`src/rtl/prio_irq_pkg.sv`:
```
package prio_irq_pkg;
    typedef enum logic [1:0] {
        ST_IDLE = 2'd0,
        ST_SEQ  = 2'd1,
        ST_NEST = 2'd2
    } svc_state_e;
endpackage

```
`src/rtl/prio_irq_pick.sv`:
```
// Lowest-index-first selector: index, one-hot and found flag.
module prio_irq_pick #(
    parameter int W  = 8,
    parameter int IW = (W > 1) ? $clog2(W) : 1
) (
    input  logic [W-1:0]  bits,
    output logic          found,
    output logic [IW-1:0] idx,
    output logic [W-1:0]  onehot
);
    genvar g;
    generate
        for (g = 0; g < W; g++) begin : g_oh
            if (g == 0) begin : g_first
                assign onehot[g] = bits[g];
            end else begin : g_rest
                assign onehot[g] = bits[g] & ~(|bits[g-1:0]);
            end
        end
    endgenerate

    assign found = |bits;

    always_comb begin
        idx = '0;
        for (int i = W - 1; i >= 0; i--) begin
            if (bits[i]) idx = IW'(i);
        end
    end
endmodule

```
`src/rtl/prio_irq_pend.sv`:
```
// Per-source pending latches; set by request, cleared by grant.
module prio_irq_pend #(
    parameter int W = 8
) (
    input  logic         clk,
    input  logic         rst_n,
    input  logic [W-1:0] req,
    input  logic [W-1:0] clr,
    output logic [W-1:0] pend
);
    genvar g;
    generate
        for (g = 0; g < W; g++) begin : g_bit
            always_ff @(posedge clk) begin
                if (!rst_n)       pend[g] <= 1'b0;
                else if (req[g])  pend[g] <= 1'b1;
                else if (clr[g])  pend[g] <= 1'b0;
            end

            AST_PEND_HOLD: assert property (@(posedge clk) disable iff (!rst_n)
                (pend[g] && !clr[g]) |=> pend[g]);
            AST_REQ_WINS: assert property (@(posedge clk) disable iff (!rst_n)
                req[g] |=> pend[g]);
        end
    endgenerate
endmodule

```
`src/rtl/prio_irq_fsm.sv`:
```
// Service tracker: state, global enable, active levels, irq decision.
module prio_irq_fsm
    import prio_irq_pkg::*;
#(
    parameter int W  = 8,
    parameter int IW = (W > 1) ? $clog2(W) : 1
) (
    input  logic          clk,
    input  logic          rst_n,
    input  logic          ack,
    input  logic          ret,
    input  logic          gie_set,
    input  logic          gie_clr,
    input  logic [W-1:0]  nest_mode,
    input  logic          cand_found,
    input  logic [IW-1:0] cand_idx,
    input  logic [W-1:0]  cand_oh,
    input  logic [IW-1:0] top_idx,
    input  logic [W-1:0]  top_oh,
    input  logic          nxt_found,
    input  logic [IW-1:0] nxt_idx,
    output logic          irq,
    output logic          grant,
    output logic          gie,
    output logic [W-1:0]  active
);
    svc_state_e   state, state_nx;
    logic [W-1:0] seq_flag;
    logic         do_ret;
    logic         grant_seq;

    // output / decision process
    always_comb begin
        irq = 1'b0;
        unique case (state)
            ST_IDLE:         irq = cand_found && gie;
            ST_SEQ, ST_NEST: irq = cand_found && gie && (cand_idx < top_idx);
            default:         irq = 1'b0;
        endcase
    end

    assign grant     = ack && irq;
    assign grant_seq = grant && !nest_mode[cand_idx];
    assign do_ret    = ret && !grant && (state != ST_IDLE);

    // next-state process
    always_comb begin
        state_nx = state;
        unique case (state)
            ST_IDLE: begin
                if (grant) state_nx = grant_seq ? ST_SEQ : ST_NEST;
            end
            ST_SEQ, ST_NEST: begin
                if (grant)       state_nx = grant_seq ? ST_SEQ : ST_NEST;
                else if (do_ret) state_nx = !nxt_found ? ST_IDLE :
                                            (seq_flag[nxt_idx] ? ST_SEQ : ST_NEST);
            end
            default: state_nx = ST_IDLE;
        endcase
    end

    // state register
    always_ff @(posedge clk) begin
        if (!rst_n) state <= ST_IDLE;
        else        state <= state_nx;
    end

    always_ff @(posedge clk) begin
        if (!rst_n) begin
            active   <= '0;
            seq_flag <= '0;
        end else if (grant) begin
            active   <= active | cand_oh;
            seq_flag <= (seq_flag & ~cand_oh) | (grant_seq ? cand_oh : '0);
        end else if (do_ret) begin
            active   <= active & ~top_oh;
        end
    end

    always_ff @(posedge clk) begin
        if (!rst_n)                              gie <= 1'b0;
        else if (gie_clr)                        gie <= 1'b0;
        else if (grant_seq)                      gie <= 1'b0;
        else if (gie_set)                        gie <= 1'b1;
        else if (do_ret && seq_flag[top_idx])    gie <= 1'b1;
    end

    AST_IRQ_NEEDS_GIE: assert property (@(posedge clk) disable iff (!rst_n)
        irq |-> gie);
    AST_SEQ_MASKS: assert property (@(posedge clk) disable iff (!rst_n)
        (ack && irq && !nest_mode[cand_idx]) |=> !gie);
    AST_NEST_KEEPS: assert property (@(posedge clk) disable iff (!rst_n)
        (ack && irq && nest_mode[cand_idx] && !gie_clr) |=> gie);
    AST_PREEMPT_STRICT: assert property (@(posedge clk) disable iff (!rst_n)
        (irq && (active != '0)) |-> (cand_idx < top_idx));
    AST_IDLE_EMPTY: assert property (@(posedge clk) disable iff (!rst_n)
        (state == ST_IDLE) == (active == '0));
    AST_GRANT_MARKS: assert property (@(posedge clk) disable iff (!rst_n)
        (ack && irq) |=> active[$past(cand_idx)]);
endmodule

```
`src/rtl/prio_irq_ctrl.sv`:
```
module prio_irq_ctrl #(
    parameter int N_SRC = 8,
    localparam int VW   = (N_SRC > 1) ? $clog2(N_SRC) : 1
) (
    input  logic             clk,
    input  logic             rst_n,
    input  logic [N_SRC-1:0] req,
    input  logic [N_SRC-1:0] en,
    input  logic [N_SRC-1:0] nest_mode,
    input  logic             ack,
    input  logic             ret,
    input  logic             gie_set,
    input  logic             gie_clr,
    output logic             irq,
    output logic [VW-1:0]    vector,
    output logic             gie,
    output logic [N_SRC-1:0] active_lvl
);
    logic [N_SRC-1:0] pend, cand_bits, cand_oh, top_oh, nxt_oh, clr, rest;
    logic             cand_found, top_found, nxt_found, grant;
    logic [VW-1:0]    cand_idx, top_idx, nxt_idx;

    assign cand_bits = pend & en;
    assign clr       = grant ? cand_oh : '0;
    assign rest      = active_lvl & ~top_oh;
    assign vector    = cand_idx;

    prio_irq_pend #(.W(N_SRC)) u_pend (
        .clk(clk), .rst_n(rst_n), .req(req), .clr(clr), .pend(pend)
    );

    prio_irq_pick #(.W(N_SRC), .IW(VW)) u_cand (
        .bits(cand_bits), .found(cand_found), .idx(cand_idx), .onehot(cand_oh)
    );
    prio_irq_pick #(.W(N_SRC), .IW(VW)) u_top (
        .bits(active_lvl), .found(top_found), .idx(top_idx), .onehot(top_oh)
    );
    prio_irq_pick #(.W(N_SRC), .IW(VW)) u_next (
        .bits(rest), .found(nxt_found), .idx(nxt_idx), .onehot(nxt_oh)
    );

    prio_irq_fsm #(.W(N_SRC), .IW(VW)) u_fsm (
        .clk(clk), .rst_n(rst_n), .ack(ack), .ret(ret),
        .gie_set(gie_set), .gie_clr(gie_clr), .nest_mode(nest_mode),
        .cand_found(cand_found), .cand_idx(cand_idx), .cand_oh(cand_oh),
        .top_idx(top_idx), .top_oh(top_oh),
        .nxt_found(nxt_found), .nxt_idx(nxt_idx),
        .irq(irq), .grant(grant), .gie(gie), .active(active_lvl)
    );

    AST_VEC_VALID: assert property (@(posedge clk) disable iff (!rst_n)
        irq |-> (en[vector] && pend[vector]));
    AST_TOP_SEEN: assert property (@(posedge clk) disable iff (!rst_n)
        top_found == (active_lvl != '0));
    AST_NXT_BELOW: assert property (@(posedge clk) disable iff (!rst_n)
        nxt_found |-> ((nxt_oh & active_lvl) != '0));
endmodule

```
`config.mk`:
```
export PLATFORM = sky130hd
export DESIGN_NAME = prio_irq_ctrl
export DESIGN_NICKNAME = d
export VERILOG_FILES = /design/src/rtl/prio_irq_pkg.sv /design/src/rtl/prio_irq_pick.sv /design/src/rtl/prio_irq_pend.sv /design/src/rtl/prio_irq_fsm.sv /design/src/rtl/prio_irq_ctrl.sv
export SDC_FILE = /design/constraint.sdc
export NUM_CORES = 1
export LEC_CHECK = 0
export ABC_AREA = 1
export BUFFER_PORTS_ARGS = -buffer_cell sky130_fd_sc_hd__buf_2
export CORE_MARGIN = 5
export CORE_UTILIZATION = 25
export DETAILED_ROUTE_END_ITERATION = 10
export SLEW_MARGIN = 40
export SYNTH_ARGS = -nofsm -noshare
export SYNTH_HDL_FRONTEND = slang
export SYNTH_SLANG_ARGS = --single-unit
```
`constraint.sdc`:
```
create_clock -name clk -period 3.2 [get_ports clk]
set_input_delay 0.64 -clock clk [delete_from_list [all_inputs] [get_ports clk]]
set_output_delay 0.64 -clock clk [all_outputs]
set_load 0.005 [all_outputs]
```
# Yosys cells after proc, flatten, opt, wreduce, memory -nomap -nowiden
# Cells that the tools add are included.
[classes] order_cmp=4 n_eq_ne=4 n_mux=60 bitwise=36 reduce_logical=38
[op_table] op="$mux W3" count=24
[op_table] op="$mux W8" count=4
[op_table] op="$and A8 B8 Y8" count=3
[op_table] op="$reduce_bool A2 Y1" count=11
[op_table] op="$mux W1" count=21
[op_table] op="$not A8 Y8" count=2
[op_table] op="$or A8 B8 Y8" count=2
[op_table] op="$reduce_or A8 Y1" count=2
[op_table] op="$not A1 Y1" count=15
[op_table] op="$and A1 B1 Y1" count=14
[op_table] op="$reduce_or A7 Y1" count=2
[op_table] op="$lt A3 B4 Y1 const B" count=3
[op_table] op="$mux W2" count=6
[op_table] op="$reduce_or A6 Y1" count=2
[op_table] op="$reduce_or A5 Y1" count=2
[op_table] op="$bmux W1 S3" count=3
[op_table] op="$reduce_or A3 Y1" count=3
[op_table] op="$reduce_or A4 Y1" count=2
[op_table] op="$logic_and A1 B1 Y1" count=7
[op_table] op="$reduce_or A2 Y1" count=3
[op_table] op="$pmux W2 S2" count=1
[op_table] op="$lt A3 B3 Y1" count=1
[op_table] op="$ne A3 B2 Y1 const B" count=1
[op_table] op="$eq A2 B1 Y1 const B" count=1
[op_table] op="other kinds (6)" count=7
[totals] ff_bits=27 input_bits=30

# Depth between registers and ports, before layout
[logic_depth] depth_word=20 depth_mapped=20

# Modules after synthesis
# A second synthesis with hierarchy kept.
[unflattened] cells_unflattened=381 area_unflattened_um2=2147.1
[by_module_without_submodules] mod="prio_irq_fsm" instances=1 cells_per_inst=183 area_per_inst_um2=1168.6
[by_module_without_submodules] mod="prio_irq_pick" instances=3 cells_per_inst=36 area_per_inst_um2=166.4
[by_module_without_submodules] mod="prio_irq_pend" instances=1 cells_per_inst=41 area_per_inst_um2=294.0
[by_module_without_submodules] mod="prio_irq_ctrl" instances=1 cells_per_inst=49 area_per_inst_um2=185.2

# Worst setup path before layout
# No wires, ideal clock.
[synth_path] kind="input port to output port" startpoint="input port en[0]" endpoint="output port irq" arrival_ns=2.144 required_time_ns=2.560 path_slack_ns=0.416 cell_stages=9 path_buffers=0 path_cell_list="nand2_1 > nand2_1 > nor2_1 > inv_1 > nor2_2 > ha_1 > a211oi_1 > nand2_2 > a21boi_0"
[synth_between] elab_chain_len=5
[synth_rtl] item="start: declaration" line_no="prio_irq_ctrl.sv:8" source="input logic [N_SRC-1:0] en,"
[synth_rtl] item="$and A8 B8 Y8" line_no="prio_irq_ctrl.sv:23" source="assign cand_bits = pend & en;"
[synth_rtl] item="$mux W3" line_no="prio_irq_pick.sv:27" source="if (bits[i]) idx = IW'(i);"
[synth_rtl] item="via vector[2]" line_no="prio_irq_ctrl.sv:15" source="output logic [VW-1:0] vector,"
[synth_rtl] item="$lt A3 B3 Y1" line_no="prio_irq_fsm.sv:37" source="ST_SEQ, ST_NEST: irq = cand_found && gie && (cand_idx < top_idx);"
[synth_rtl] item="$logic_and A1 B1 Y1" line_no="prio_irq_fsm.sv:37"
[synth_rtl] item="$pmux W1 S2" line_no="prio_irq_fsm.sv:35" source="unique case (state)"
[synth_rtl] item="end: declaration" line_no="prio_irq_ctrl.sv:14" source="output logic irq,"
# The timed path passes the listed nets, and every way through them passes these cells.

# Final worst setup path
[layout_path] startpoint="input port en[0]" endpoint="output port irq"
[layout_between] elab_chain_len=5
[layout_rtl] item="$and A8 B8 Y8 *" line_no="prio_irq_ctrl.sv:23"
[layout_rtl] item="$mux W3 or $reduce_or A8 Y1 (tied branches)" line_no="prio_irq_pick.sv:27, prio_irq_pick.sv:22"
[layout_rtl] item="$lt A3 B3 Y1 or $logic_and A1 B1 Y1 (tied branches)" line_no="prio_irq_fsm.sv:37, prio_irq_fsm.sv:36"
[layout_rtl] item="$logic_and A1 B1 Y1" line_no="prio_irq_fsm.sv:37"
[layout_rtl] item="$pmux W1 S2 *" line_no="prio_irq_fsm.sv:35"
# Mark *: on every way between the ends. The rest lies on a longest branch, timed or not.

==> impl_metrics.py <==
metrics = {
    "run_status": {
        "status": "finished, final reports clean",
    },
    "clock_tree": {
        "clkTransAtPathRegs_ns": 0.09,
        "h-tree-depth": 1,
        "cts_tree": "built",
        "cts_hold_buf": 0,
        "cts_buffers": 3,
        "clockBufferDepth": 2,
        "cts-root-buf": "clkbuf_8",
        "clock-sinks": 27,
        "clk_latency_ns": 0.28,
    },
    "sta": {
        "finalCritPeriodShare_pct": 93.8,
        "worst_slew_pin_slew_ns": 0.811,
        "tns_ns": 0,
        "fmax_mhz": 333,
        "report.final.slew_viol_count": 0,
        "period_needed_ns": 3.00,
        "relSlewSlack_pct": 45.9,
        "worst_slack_ns": 0.198,
        "hold_viol_final": 0,
        "setup_viol": 0,
        "rsz0062_at_grt": "no",
        "clock_skew_ns": 0.0100,
    },
    "critical_path": {
        "rr_startpoint": "u_fsm.active[4]$_SDFFE_PN0P_",
        "r2r-end": "u_pend.pend[2]$_SDFFE_PN0P_",
        "cp_max_fo": 3,
        "r2r_slack_ns": 0.56,
        "rr_worst_depth": 12,
        "end_kind": "primary output",
        "cp.arrival_ns": 2.36,
        "start_kind": "primary input",
        "critPathRequiredTime_ns": 2.56,
        "path_class": "in -> out",
    },
    "synth": {
        "ys_warn_count": 0,
        "synth_fp_nets": 330,
        "synthesis.area_um2": 1870,
        "seq_area_frac_synth_pct": 28.9,
        "synthTopCellsByArea": "dfxtp_1, nand2_1, a21oi_1",
        "synth_mux_area_share_pct": 0,
        "yosysTopAreaCell": "dfxtp_1",
        "synth_cell_types": 33,
        "synth_top_family_by_area": "simple AND/OR/NAND/NOR gates",
        "yosys.area.top_type_share_pct": 28.9,
        "synth_compound_area_share_pct": 18.7,
        "synth_simple_gate_area_share_pct": 40.2,
        "syn-instance-count": 296,
        "yosys.area_share.xor_xnor_pct": 0,
        "avgSynthCellArea_um2": 6.33,
        "synth-seq-cells": 27,
        "synthAdderAreaFrac_pct": 2.67,
    },
    "floorplanning": {
        "num_rows": 31,
        "start_util_pct": 25.7,
        "core_um2": 7290,
        "die_y_um": 96.6,
        "die_area_um2": 9320,
        "io_pins": 43,
        "die_w_um": 96.6,
    },
    "global_routing": {
        "grt_pass1_vias": 2014,
        "gr-usage-all-layers_pct": 12.4,
        "grt_max_degree": 24,
        "globalRouteMet2Util_pct": 21.4,
        "grt_pass1_wl_mm": 9.05,
        "overflow": 0,
        "grtUsageMet1_pct": 15.6,
        "antenna_found_initial": 0,
        "grt_busiest_layer": "met2",
        "gr-usage-met3_pct": 2.09,
    },
    "route": {
        "wire_per_inst_um": 12.2,
        "routed_wl_mm": 5.38,
        "drc": 0,
        "drt-pass1-iter-count": 4,
        "drtIter0Drc": 116,
        "viasPerCell": 4.58,
        "vias": 2026,
        "ant_nets": 0,
    },
    "min_path": {
        "hold-path-cell-count": 2,
        "hp-class": "reg -> reg",
    },
    "final_layout": {
        "diodes": 0,
        "final_common_cell": "nand2_1",
        "final_cell_mix": "nand2_1, buf_2, inv_1, a21oi_1, nor2_1",
        "syn2layout_area_growth_pct": 21.0,
        "nFillCells": 854,
        "nNetsFinal": 378,
        "drive_gt1_share_pct": 23.6,
    },
    "placed_design": {
        "post-place-ws_ns": 0.146,
        "port_buffers": 42,
        "place.gp.congestion": 0.861,
        "dp_hpwl_mm": 4.48,
    },
    "power": {
        "power_density_nw_per_um2": 336,
        "p_leak_nw": 1.13,
        "max-vdd-ir-drop_mv": 0.135,
    },
    "job": {
        "cap_viol_max_count": 0,
    },
}
[cells by family (layout without fill, tap and decap cells)]
logic type	count (synthesis)	count (layout)
AOI/OAI and AO/OA	58	58
adders and majority gates	4	4
buffers and inverters	45	92
DFF	27	27
and+or+nand+nor	162	162
[layout make-up]
cell class | instances | area, um^2 | share of cell area [%]
clock buffer | 4 | 45.0 | 1.99
inverter | 43 | 171 | 7.56
multi-input combinational | 224 | 1150 | 50.9
sequential | 27 | 541 | 23.8
tap | 99 | 124 | 5.46
timing repair buffer | 45 | 233 | 10.3
[layer usage]
layer	wire length, um	part of all wire [%]
met1	2440	45
met2	2610	49
met3	234	4.3
met4	90	1.7
met5	0	0
[per-stage QoR]
stage	std cells	power (mW)	cell area, um^2	hold WS (ns)	utilization, %
detailed placement	438	0.573	2220	0.473	30.5
finish	442	0.761	2270	0.485	31.1
global placement	438	0.570	2220	0.467	30.5
floorplan	296	0.508	1870	0.438	-
CTS	442	0.769	2270	0.487	31.1
global route	442	0.813	2270	0.515	31.1
[worst max path at each step]
stage,cells past startpoint,to,slack [ns],from
2_1_floorplan,9,irq,0.42,en[0]
3_3_place_gp,15,flop,0.22,en[0]
3_5_place_dp,15,u_pend.pend[2]$_SDFFE_PN0P_,0.15,en[0]
4_1_cts,8,irq,0.14,u_fsm.active[4]$_SDFFE_PN0P_
5_1_grt,11,irq,0.03,en[0]
6_report,11,irq,0.20,en[0]
[critical path, cell delays in order]
cell and delay, ns:
buf_2 0.09, nand2_1 0.11, nand2_1 0.16, nor2_1 0.16, inv_1 0.09, nor2_2 0.12, ha_1 0.26, a211oi_1 0.32
nand2_2 0.10, a21boi_0 0.17, buf_2 0.15
[cell usage after synthesis]
| master | count |
|---|---|
| ha_1 | 4 |
| nand4_1 | 1 |
| dfxtp_1 | 27 |
| a21oi_2 | 2 |
| nor3_2 | 1 |
| nor3_1 | 2 |
| a21oi_1 | 30 |
| nor2_1 | 29 |
| nor2_2 | 2 |
| inv_1 | 35 |
| o311ai_0 | 1 |
| nor3b_1 | 1 |
| nand2_4 | 4 |
| o21ai_1 | 2 |
| o21ai_0 | 13 |
| a221oi_1 | 1 |
| o21bai_2 | 1 |
| clkinv_4 | 2 |
| a21oi_4 | 2 |
| or2_1 | 1 |
| o21ai_2 | 1 |
| nand2_1 | 89 |
| clkbuf_1 | 2 |
| nand3_1 | 19 |
| a21boi_0 | 1 |
| inv_2 | 6 |
| nand2_2 | 7 |
| o31ai_1 | 3 |
| a211oi_1 | 1 |
| nor2_4 | 1 |
| nand3b_1 | 1 |
| nand3_2 | 2 |
| nand3_4 | 2 |
[power breakdown]
| part | switching [mW] | internal (mW) |
|---|---|---|
| Combinational | 0.130 | 0.0772 |
| Clock | 0.108 | 0.0893 |
| Sequential | 0.00839 | 0.348 |
| Total | 0.246 | 0.515 |
[repair_timing]
action / in CTS / in global routing
setup endpoints to repair: 0 / 1
resized for setup: 0 / 1
setup buffers: 0 / 0
No activity file was read; power rests on OpenSTA's default activity.
